==> config.mk <==
export PLATFORM = sky130hd
export DESIGN_NAME = dec16_stage
export DESIGN_NICKNAME = d
export VERILOG_FILES = /design/src/rtl/dec16_pkg.sv /design/src/rtl/dec16_fields.sv /design/src/rtl/dec16_ctrl.sv /design/src/rtl/dec16_flow.sv /design/src/rtl/dec16_stage.sv
export SDC_FILE = /design/constraint.sdc
export NUM_CORES = 1
export LEC_CHECK = 0
export ABC_AREA = 1
export CORE_AREA = 4 4 101 103
export DETAILED_ROUTE_END_ITERATION = 8
export DIE_AREA = 0 0 105 107
export PLACE_DENSITY = 0.76
export SYNTH_ARGS = -nofsm -noshare
export SYNTH_HDL_FRONTEND = slang
export SYNTH_SLANG_ARGS = --single-unit
==> constraint.sdc <==
create_clock -name clk -period 2.4 [get_ports clk]
set_input_delay 0.48 -clock clk [delete_from_list [all_inputs] [get_ports clk]]
set_output_delay 0.48 -clock clk [all_outputs]
set_load 0.05 [all_outputs]
==> src/rtl/dec16_pkg.sv <==
package dec16_pkg;
  localparam int WORD_W  = 16;
  localparam int REG_AW  = 3;
  localparam int IMMS_W  = 7;
  localparam int IMMU_W  = 10;
  localparam int OPC_W   = 3;
  localparam int ALU_W   = 2;
  localparam int MEM_W   = 2;
  localparam logic [WORD_W-1:0] UPPER_MASK = 16'hFFC0;

  typedef enum logic [OPC_W-1:0] {
    OPC_ADD  = 3'b000,
    OPC_ADDI = 3'b001,
    OPC_NAND = 3'b010,
    OPC_LUI  = 3'b011,
    OPC_SW   = 3'b100,
    OPC_LW   = 3'b101,
    OPC_BEQ  = 3'b110,
    OPC_JALR = 3'b111
  } opc_e;

  typedef enum logic [ALU_W-1:0] {
    ALU_ADD  = 2'b00,
    ALU_NAND = 2'b01,
    ALU_AND  = 2'b10
  } alu_e;

  typedef enum logic [MEM_W-1:0] {
    MEM_NONE  = 2'b00,
    MEM_LOAD  = 2'b01,
    MEM_STORE = 2'b10
  } mem_e;

  typedef struct packed {
    alu_e              alu;
    logic [WORD_W-1:0] opa;
    logic [WORD_W-1:0] opb;
    logic [WORD_W-1:0] sdata;
    logic [REG_AW-1:0] dest;
    mem_e              mem;
  } ex_pkt_t;

  function automatic logic [WORD_W-1:0] sext_imm(input logic [IMMS_W-1:0] imm);
    return {{(WORD_W-IMMS_W){imm[IMMS_W-1]}}, imm};
  endfunction

  function automatic logic [WORD_W-1:0] upper_place(input logic [IMMU_W-1:0] imm);
    return {imm, {(WORD_W-IMMU_W){1'b0}}};
  endfunction
endpackage

==> src/rtl/dec16_fields.sv <==
module dec16_fields
  import dec16_pkg::*;
#(
  parameter int W  = WORD_W,
  parameter int AW = REG_AW
) (
  input  logic [W-1:0]  instr,
  input  logic [W-1:0]  raw_a,
  input  logic [W-1:0]  raw_b,
  input  logic [W-1:0]  raw_c,
  output logic [AW-1:0] addr_a,
  output logic [AW-1:0] addr_b,
  output logic [AW-1:0] addr_c,
  output opc_e          opc,
  output logic [W-1:0]  imm_s,
  output logic [W-1:0]  imm_u,
  output logic [W-1:0]  val_a,
  output logic [W-1:0]  val_b,
  output logic [W-1:0]  val_c
);
  localparam int NPORT = 3;
  localparam int A_LSB = W - OPC_W - AW;
  localparam int B_LSB = A_LSB - AW;

  logic [AW-1:0] addr_v [NPORT];
  logic [W-1:0]  raw_v  [NPORT];
  logic [W-1:0]  val_v  [NPORT];

  assign opc    = opc_e'(instr[W-1 -: OPC_W]);
  assign addr_a = instr[A_LSB +: AW];
  assign addr_b = instr[B_LSB +: AW];
  assign addr_c = instr[AW-1:0];
  assign imm_s  = sext_imm(instr[IMMS_W-1:0]);
  assign imm_u  = upper_place(instr[IMMU_W-1:0]);

  assign addr_v[0] = addr_a;
  assign addr_v[1] = addr_b;
  assign addr_v[2] = addr_c;
  assign raw_v[0]  = raw_a;
  assign raw_v[1]  = raw_b;
  assign raw_v[2]  = raw_c;

  for (genvar g = 0; g < NPORT; g++) begin : g_zero_mask
    assign val_v[g] = (addr_v[g] == '0) ? '0 : raw_v[g];
  end

  assign val_a = val_v[0];
  assign val_b = val_v[1];
  assign val_c = val_v[2];
endmodule

==> src/rtl/dec16_ctrl.sv <==
module dec16_ctrl
  import dec16_pkg::*;
#(
  parameter int W  = WORD_W,
  parameter int AW = REG_AW
) (
  input  logic          valid,
  input  opc_e          opc,
  input  logic [AW-1:0] addr_a,
  input  logic [W-1:0]  val_a,
  input  logic [W-1:0]  val_b,
  input  logic [W-1:0]  val_c,
  input  logic [W-1:0]  imm_s,
  input  logic [W-1:0]  imm_u,
  output ex_pkt_t       pkt
);
  always_comb begin
    pkt = '0;
    if (valid) begin
      case (opc)
        OPC_ADD, OPC_NAND: begin
          pkt.alu  = (opc == OPC_NAND) ? ALU_NAND : ALU_ADD;
          pkt.opa  = val_b;
          pkt.opb  = val_c;
          pkt.dest = addr_a;
        end
        OPC_ADDI, OPC_LW, OPC_SW: begin
          pkt.alu = ALU_ADD;
          pkt.opa = val_b;
          pkt.opb = imm_s;
          if (opc == OPC_SW) begin
            pkt.mem   = MEM_STORE;
            pkt.sdata = val_a;
          end else begin
            pkt.dest = addr_a;
            pkt.mem  = (opc == OPC_LW) ? MEM_LOAD : MEM_NONE;
          end
        end
        OPC_LUI: begin
          pkt.alu  = ALU_AND;
          pkt.opa  = imm_u;
          pkt.opb  = UPPER_MASK;
          pkt.dest = addr_a;
        end
        default: pkt = '0;
      endcase
    end
  end
endmodule

==> src/rtl/dec16_flow.sv <==
module dec16_flow
  import dec16_pkg::*;
#(
  parameter int W  = WORD_W,
  parameter int AW = REG_AW
) (
  input  logic          valid,
  input  opc_e          opc,
  input  logic [AW-1:0] addr_a,
  input  logic [W-1:0]  val_a,
  input  logic [W-1:0]  val_b,
  input  logic [W-1:0]  imm_s,
  input  logic [W-1:0]  pc,
  output logic          equal,
  output logic [W-1:0]  step,
  output logic          redirect,
  output logic [W-1:0]  target,
  output logic          lk_we,
  output logic [AW-1:0] lk_addr,
  output logic [W-1:0]  lk_data
);
  localparam logic [W-1:0] STEP_ONE = W'(1);

  assign equal = (val_a == val_b);

  always_comb begin
    step     = STEP_ONE;
    redirect = 1'b0;
    target   = '0;
    lk_we    = 1'b0;
    lk_addr  = '0;
    lk_data  = '0;
    if (valid) begin
      if (opc == OPC_BEQ && equal) step = imm_s;
      if (opc == OPC_JALR) begin
        redirect = 1'b1;
        target   = val_b;
        if (addr_a != '0) begin
          lk_we   = 1'b1;
          lk_addr = addr_a;
          lk_data = pc;
        end
      end
    end
  end
endmodule

==> src/rtl/dec16_stage.sv <==
module dec16_stage
  import dec16_pkg::*;
#(
  parameter int W  = WORD_W,
  parameter int AW = REG_AW
) (
  input  logic          clk,
  input  logic          rst_n,
  input  logic          fetch_valid,
  input  logic [W-1:0]  fetch_instr,
  input  logic [W-1:0]  fetch_pc,
  output logic [AW-1:0] rd_addr_a,
  output logic [AW-1:0] rd_addr_b,
  output logic [AW-1:0] rd_addr_c,
  input  logic [W-1:0]  rd_data_a,
  input  logic [W-1:0]  rd_data_b,
  input  logic [W-1:0]  rd_data_c,
  output logic [1:0]    ex_alu_op,
  output logic [W-1:0]  ex_opnd_a,
  output logic [W-1:0]  ex_opnd_b,
  output logic [W-1:0]  ex_store_data,
  output logic [AW-1:0] ex_dest,
  output logic [1:0]    ex_mem_op,
  output logic [W-1:0]  pc_step,
  output logic          pc_redirect,
  output logic [W-1:0]  pc_target,
  output logic          link_we,
  output logic [AW-1:0] link_addr,
  output logic [W-1:0]  link_data
);
  opc_e         opc;
  logic [W-1:0] imm_s, imm_u;
  logic [W-1:0] src_val_a, src_val_b, src_val_c;
  logic         beq_equal;
  ex_pkt_t      pkt_next, pkt_q;

  dec16_fields #(.W(W), .AW(AW)) u_fields (
    .instr (fetch_instr),
    .raw_a (rd_data_a),
    .raw_b (rd_data_b),
    .raw_c (rd_data_c),
    .addr_a(rd_addr_a),
    .addr_b(rd_addr_b),
    .addr_c(rd_addr_c),
    .opc   (opc),
    .imm_s (imm_s),
    .imm_u (imm_u),
    .val_a (src_val_a),
    .val_b (src_val_b),
    .val_c (src_val_c)
  );

  dec16_ctrl #(.W(W), .AW(AW)) u_ctrl (
    .valid (fetch_valid),
    .opc   (opc),
    .addr_a(rd_addr_a),
    .val_a (src_val_a),
    .val_b (src_val_b),
    .val_c (src_val_c),
    .imm_s (imm_s),
    .imm_u (imm_u),
    .pkt   (pkt_next)
  );

  dec16_flow #(.W(W), .AW(AW)) u_flow (
    .valid   (fetch_valid),
    .opc     (opc),
    .addr_a  (rd_addr_a),
    .val_a   (src_val_a),
    .val_b   (src_val_b),
    .imm_s   (imm_s),
    .pc      (fetch_pc),
    .equal   (beq_equal),
    .step    (pc_step),
    .redirect(pc_redirect),
    .target  (pc_target),
    .lk_we   (link_we),
    .lk_addr (link_addr),
    .lk_data (link_data)
  );

  always_ff @(posedge clk or negedge rst_n) begin
    if (!rst_n) pkt_q <= '0;
    else        pkt_q <= pkt_next;
  end

  assign ex_alu_op     = pkt_q.alu;
  assign ex_opnd_a     = pkt_q.opa;
  assign ex_opnd_b     = pkt_q.opb;
  assign ex_store_data = pkt_q.sdata;
  assign ex_dest       = pkt_q.dest;
  assign ex_mem_op     = pkt_q.mem;
endmodule

Yosys cells after proc, flatten, opt, wreduce, memory -nomap -nowiden
Index checks and enable logic that the tools add are counted.
W data, S select, Z words.
- register bits: 55
- bits of input ports: 83
- word-level logic and storage cells: 51
- equality and inequality tests: 8
- mux-type cells: 28
- reductions and logical operators: 9
- operators by type and width (cell ; number):
    $mux W16 ; 12
    $pmux W34 S3 ; 1
    $mux W55 ; 1
    $eq A16 B16 Y1 ; 1
    $eq A3 B3 Y1 const B ; 4
    $logic_not A3 Y1 ; 4
    $mux W3 ; 4
    $mux W1 ; 7
    $eq A3 B2 Y1 const B ; 2
    $pmux W3 S2 ; 1
    $reduce_or A3 Y1 ; 2
    $mux W2 ; 2
    $eq A3 B1 Y1 const B ; 1
    $reduce_bool A3 Y1 ; 1
    $reduce_or A2 Y1 ; 1
    $logic_and A1 B1 Y1 ; 1

Longest topological paths before layout
Gate-level depths: netlist of run 1.
- depth after elaboration: 6
- gate-level depth with buffers: 12
- depth with buffers taken out: 11

By module
From an unflattened synthesis of run 1, not the netlist that was laid out.
- cells, all modules: 593
- area total of the unflattened synthesis: 3847.4 µm²
- modules (own cells, without submodules) (module ; times used ; cells an instance ; area each (µm²) ; sequential area each (µm²)):
    dec16_stage ; 1 ; 55 ; 1376.3 ; 1376.3
    dec16_fields ; 1 ; 153 ; 867.1 ; 0.0
    dec16_ctrl ; 1 ; 193 ; 807.0 ; 0.0
    dec16_flow ; 1 ; 192 ; 797.0 ; 0.0

Worst setup path before layout of run 1
OpenSTA, ideal clock, no wires.
- path kind: in2out
- from: in fetch_valid
- to: out link_data[10]
- arrival time: 2.676 ns
- data required time: 1.920 ns
- setup slack: -0.756 ns
- stages on the path: 6
- buffers on the path: 2
- cells stage by stage: buf_2 > nand2_1 > nor2_1 > nand2_1 > buf_2 > nor2_1
- longest elaborated chain between the ends: 1
- ends and longest elaborated chain (what ; line ; source):
    from (decl) ; dec16_stage.sv:9 ; input logic fetch_valid,
    $mux W16 ; dec16_flow.sv:33 ; if (valid) begin
    to (decl) ; dec16_stage.sv:29 ; output logic [W-1:0] link_data
No other way between the ends.

Final worst setup path of run 1
- from: in fetch_instr[11]
- to: out pc_step[9]
- longest elaborated chain between the ends: 6
- ends and longest elaborated chain (what ; line ; source):
    from (decl) ; dec16_stage.sv:10 ; input logic [W-1:0] fetch_instr,
    $logic_not A3 Y1 ; dec16_fields.sv:44 ; assign val_v[g] = (addr_v[g] == '0) ? '0 : raw_v[g];
    $mux W16 ; dec16_fields.sv:44 ;
    $eq A16 B16 Y1 ; dec16_flow.sv:24 ; assign equal = (val_a == val_b);
    $logic_and A1 B1 Y1 ; dec16_flow.sv:34 ; if (opc == OPC_BEQ && equal) step = imm_s;
    $mux W16 ; dec16_flow.sv:34 ;
    $mux W16 ; dec16_flow.sv:33 ;
    to (decl) ; dec16_stage.sv:24 ; output logic [W-1:0] pc_step,
No other way between the ends.

==> impl_metrics.tcl, run 1 <==
set metrics [dict create \
    status "finished with violations" \
    violations "negative setup slack" \
    yosysUniqueCellTypes 25 \
    layout.nets 752 \
    antenna_found_initial 0 \
    synthesis.nets 476 \
    antenna_cells 0 \
    powerDensity_mw_per_mm2 362.0 \
    grt.overflow.total 0 \
    first_global_vias 3961 \
    dp_hpwl_mm 9.768 \
    cts-htree-levels 2 \
    post_route_cells_drive_above_1_share_pct 38.21 \
    port_buffers 199 \
    die_area_mm2 0.01124 \
    cellLeakagePower_nw 3.225 \
    place.gp.congestion 0.8095 \
    dp.cells 748 \
    clock_path_buffers 2 \
    cp.required_ps 1920 \
    io_pins 200 \
    arrival_ps 2240 \
    cp_top_family "simple AND/OR/NAND/NOR gates" \
    final_util_pct 75.27 \
    crit_chain "buf_6, nor2_4, nand2_8, buf_12, buf_16, nand3_1, nand2_1, nor2_2, nand2_2, nor2_4, nand3_4, nor2_4, clkbuf_16, buf_12" \
    start_util_pct 32.04 \
    finalSetupViolCount 16 \
    yosys_warnings 0 \
    drc 0 \
    critPathKind "in -> out" \
    timing.fmax_mhz 367.8 \
    area_growth_pct 134.9 \
    netlist_area_mm2 0.002947 \
    numCtsBuffers 5 \
    clkSinkCount 55 \
    worstPathMaxFanout 6 \
    tightestPinTransition_ps 684.5 \
    final_cells 781 \
    hold_path_class "in -> async" \
    max-vdd-ir-drop_uv 344.0 \
    place_area_mm2 0.006181 \
    grt_max_degree 30 \
    p_total_mw 2.506 \
    fin_crit_sh_pct 113.3 \
    max_stage_delay_ps 190 \
    vias_per_cell 4.796 \
    cts_hold_buffers 0 \
    cts-root-buf "clkbuf_8" \
    synth.avg_cell_area_um2 7.498 \
    grt_pass1_wl_mm 20.11 \
    slew_headroom_pct 54.10 \
    drtAntennaViolNets 0 \
    dr.pass1.iters 4 \
    wl_mm 13.29 \
    fin_ws_ps -318.7 \
    path_buf_inv 5 \
    grt_usage_pct 22.54 \
    syn_inst 393 \
    slowest_stage "clkbuf_16" \
    mostFrequentLayoutCell "clkdlybuf4s50_1" \
    ys_seq_area_share_pct 46.71 \
    crit_top_cell "nor2_4" \
    fin_area_mm2 0.006922 \
    rsz0062_at_grt "true" \
    die_w_um 105 \
    cts_tree "done" \
    ys_ff_latch 55 \
    core-area_mm2 0.009196 \
    layout_common_cells "124 x clkdlybuf4s50_1, 85 x buf_4, 69 x nand2_1" \
    period_needed_ps 2719 \
    die_h_um 107 \
    fin_tns_setup_ps -4217 \
    wl_per_cell_um 17.01 \
    slew_viol_final 0 \
    vias 3746 \
    path_clk_slew_ps 110 \
    rows 35 \
    finalHoldViolations 0 \
    cp-end-kind "output pin" \
    critPathLaunchType "input port" \
    cap_violations 0 \
    drt-initial-drc-count 108 \
]
[per-layer routing]
metal / wire [um] / vias up / track usage (%) / part of all wire (%)
met1: 4683 / 1736 / 24.73 / 35
met2: 6920 / 202 / 41.11 / 52
li1: - / 1771 / - / -
met5: 0 / - / 0 / 0
met4: 478 / 0 / 8.529 / 3.6
met3: 1205 / 37 / 6.502 / 9.1
[synth_stat cells]
library cell	number	area, um2
inv_1	37	138.9
nand3_1	34	170.2
buf_8	2	30.03
inv_2	3	11.26
a21oi_1	28	140.1
nand2_2	2	12.51
o21ai_1	1	5.000
nor2_1	93	349.1
o22ai_1	2	12.51
nand2_1	76	285.3
nor2_4	2	22.52
buf_4	19	142.6
dfrtp_1	55	1376
nand3_2	1	10.01
o21ai_0	1	5.000
buf_6	2	22.52
clkbuf_1	6	22.52
a21boi_0	5	37.54
buf_2	4	20.02
nor2_2	2	12.51
nand4_1	10	62.56
nand2_4	2	22.52
nor3_1	3	15.01
o31ai_2	1	12.51
buf_1	2	7.510
[registers in the layout, summed over array words and instances (netlist names)]
name and count:
ex_alu_op 2, ex_dest 3, ex_mem_op 2, ex_opnd_a 16, ex_opnd_b 16, ex_store_data 16
[how the worst max path moves through the flow]
stage,startpoint,endpoint,slack (ps),depth (start not counted)
after floorplan,fetch_instr[14],link_data[10],-140,6
after global placement,fetch_instr[9],pc_step[14],-590,14
after detailed placement,fetch_instr[9],pc_step[8],-660,14
after CTS,fetch_instr[12],pc_step[8],-320,14
after global routing,fetch_instr[11],pc_step[9],-400,14
final,fetch_instr[11],pc_step[9],-320,14
[cell families (layout without fill, tap and decap cells)]
group | after synthesis | count (layout) | share of synthesized area, %
buf+inv | 75 | 352 | 13.42
flops | 55 | 55 | 46.71
simple gates | 225 | 225 | 32.65
compound gates | 38 | 38 | 7.218
[per-stage QoR]
stage / hold slack [ps] / setup slack (ps)
floorplan: 184.4 / -144.4
finish: 163.0 / -318.7
detailed placement: 531.9 / -655.4
global route: 212.5 / -402.1
global placement: 521.6 / -594.6
CTS: 179.7 / -315.8
[where the power goes]
group,switching (mW),internal [mW]
Combinational,0.533,0.443
Sequential,0.0106,0.964
Clock,0.340,0.216
Total,0.883,1.62
[layout make-up]
type / count / area, um2
Sequential cell: 55 / 1376
Clock inverter: 3 / 26.28
Inverter: 40 / 152.6
Tap cell: 111 / 138.9
Multi-Input combinational cell: 263 / 1536
Timing Repair Buffer: 304 / 3622
Fill cell: 591 / 2275
Clock buffer: 5 / 68.82
[what timing repair did]
action,in CTS,in global routing
cloned,5,2
endpoints found under the hold margin,0,0
resized for setup,95,23
setup endpoints to repair,52,52
pin swaps,18,16
buffers inserted,14,4
(Power assumes the default switching activity.)
==> inputs of run 2 (changes only) <==
ABC_AREA = 0   (was 1)
CORE_AREA = 4 4 99 101   (was 4 4 101 103)
DIE_AREA = 0 0 103 105   (was 0 0 105 107)
PLACE_DENSITY = 0.77   (was 0.76)
SLEW_MARGIN = 20   (was not set)
TNS_END_PERCENT = 20   (was not set)
==> run 2 against run 1 <==
The run still ends with negative setup slack left. Largest cell class unchanged. Via count fell by 15%. Wire length down 12%. Combinational power decreased by 17%. Sequential share of layout area grew 2.5 points. Highest routed layer unchanged.
==> impl_metrics.tcl, run 2 <==
set metrics [dict create \
    rsz0062_at_grt "true" \
    post_route_cells_drive_above_1_share_pct 35.06 \
    synth_edf_count 0 \
    area_growth_pct 120.8 \
    worstPathMaxFanout 8 \
    critPathLaunchType "input port" \
    netlist_area_mm2 0.002784 \
    drt-initial-drc-count 151 \
    cap_violations 0 \
    wl_per_cell_um 18.03 \
    grt_max_degree 34 \
    grt_pass1_wl_mm 18.05 \
    synth_top_area_cell "dfrtp_1" \
    cts-root-buf "clkbuf_8" \
    cellLeakagePower_nw 2.836 \
    io_pins 200 \
    vias 3191 \
    ys_seq_area_share_pct 49.44 \
    layout_common_cells "98 x clkdlybuf4s50_1, 64 x buf_4, 62 x buf_12" \
    hold_path_class "in -> async" \
    finalSetupViolCount 52 \
    vias_per_cell 4.909 \
    antenna_cells 0 \
    async_flop_share_pct 100.0 \
    slew_headroom_pct 42.65 \
    die_area_mm2 0.01082 \
    path_clk_slew_ps 100 \
    synthesis.nets 377 \
    slew_viol_final 0 \
    core-area_mm2 0.009021 \
    dp_hpwl_mm 9.228 \
    cp.required_ps 1920 \
    final_util_pct 68.13 \
    powerDensity_mw_per_mm2 388.4 \
    rows 35 \
    start_util_pct 30.86 \
    hold_ws_ps 235.7 \
    layout.nets 622 \
    violations "negative setup slack" \
    cts-htree-levels 2 \
    yosysMostFrequentCell "and2_1" \
    die_w_um 103 \
    ys_ff_latch 55 \
    wl_mm 11.72 \
    finalHoldViolations 0 \
    status "finished with violations" \
    numCtsBuffers 5 \
    clkSinkCount 55 \
    mostFrequentLayoutCell "clkdlybuf4s50_1" \
    first_global_vias 3435 \
    cts_tree "done" \
    synth_area_leaders "dfrtp_1 49%, and2_1 14%, buf_4 5.1%" \
    crit_top_cell "buf_12" \
    syn_inst 294 \
    yosys_warnings 0 \
    fin_ws_ps -561.0 \
    antenna_found_initial 0 \
    crit_chain "dlygate4sd2_1, buf_4, nand2b_1, o2111ai_2, nor4_2, a22oi_2, nor4_4, and3_4, buf_12, buf_12" \
    period_needed_ps 2961 \
    arrival_ps 2480 \
    synth.avg_cell_area_um2 9.469 \
    grt_usage_pct 21.46 \
    drtAntennaViolNets 0 \
    yosys.area.top_type_share_pct 49.44 \
    cp-end-kind "output pin" \
    cts_hold_buffers 0 \
    clock_path_buffers 2 \
    timing.fmax_mhz 337.7 \
    drc 0 \
    yosysUniqueCellTypes 36 \
    synth_flop_cell "dfrtp_1" \
    port_buffers 199 \
    dr.pass1.iters 4 \
    tightestPinTransition_ps 860.3 \
    max_stage_delay_ps 350 \
    critPathKind "in -> out" \
    place.gp.congestion 0.8980 \
    die_h_um 105 \
    grt.overflow.total 0 \
    synth.top_cells.by_count "61 x and2_1, 55 x dfrtp_1, 26 x nor2_1" \
    max-vdd-ir-drop_uv 275.2 \
    slowest_stage "nor4_4" \
    fin_crit_sh_pct 123.4 \
]
==> run 2: changes by cell type in the layout (fill, tap and decap cells not counted), moves of 26 or more <==
cell	delta
nand2_1	-49
nor2_4	-34
inv_1	-29
nand3_1	-28
clkdlybuf4s50_1	-26
and2_1	+58
==> run 2: final timing paths <==
kind	startpoint	end	slack [ps]	cells past startpoint
worst max-delay path	rd_data_b[12]	pc_step[9]	-560	10
worst min-delay path	rst_n	ex_store_data[9]$_DFF_PN0_	240	1
max in group asynchronous	rst_n	ex_opnd_b[4]$_DFF_PN0_	1450	2
min in group clk	rd_data_a[10]	ex_store_data[10]$_DFF_PN0_	450	2
==> run 2: per-layer routing <==
| layer | part of all wire (%) | GRT usage [%] | wire length (um) |
|---|---|---|---|
| met5 | 0 | 0 | 0 |
| met3 | 8.6 | 5.274 | 1004 |
| met1 | 34 | 24.28 | 4037 |
| met4 | 3.4 | 7.863 | 398 |
| met2 | 54 | 38.13 | 6280 |
==> run 2: timing repair <==
item	in CTS	in global routing
resized for setup	92	38
pin swaps	20	13
buffers inserted	7	0
setup endpoints to repair	49	53
==> run 2: layout make-up <==
cell class	count	area, um2
multi-input combinational	203	1398
clock buffer	5	68.82
inverter	9	33.78
tap	111	138.9
fill	677	2875
sequential	55	1376
timing repair buffer	265	3093
clock inverter	2	37.54
==> run 2: kinds of logic (layout without fill, tap and decap cells) <==
logic type	after synthesis	after routing	share of synthesized area, %
AO/OA/AOI/OAI	54	54	12.63
XOR/XNOR	3	3	0.9440
buffers and inverters	36	281	7.416
flip-flops	55	55	49.44
AND/OR/NAND/NOR	146	146	29.57
==> run 2: stage by stage <==
stage                     power [mW]  setup TNS (ps)  std cells  worst slack, ps  cell area (um2)
after floorplan                1.327           -9733        294           -489.6             2873
after global placement         1.762          -31320        636           -968.7             5812
after detailed placement       1.776          -33380        636            -1009             5812
after CTS                      2.388          -16190        650           -641.7             6076
after global routing           2.494          -20570        650           -632.7             6146
final                          2.387          -13920        650           -561.0             6146
==> run 2: power breakdown <==
part | internal, mW | switching, mW
registers | 0.962 | 0.0106
clock network | 0.306 | 0.304
logic | 0.364 | 0.441
total | 1.63 | 0.756
==> run 2: worst max-delay path: cells and delay by family <==
kind	cells	cell delay, ps
and+or+nand+nor	4	1070
buffers and inverters	4	660
AOI/OAI and AO/OA	2	270
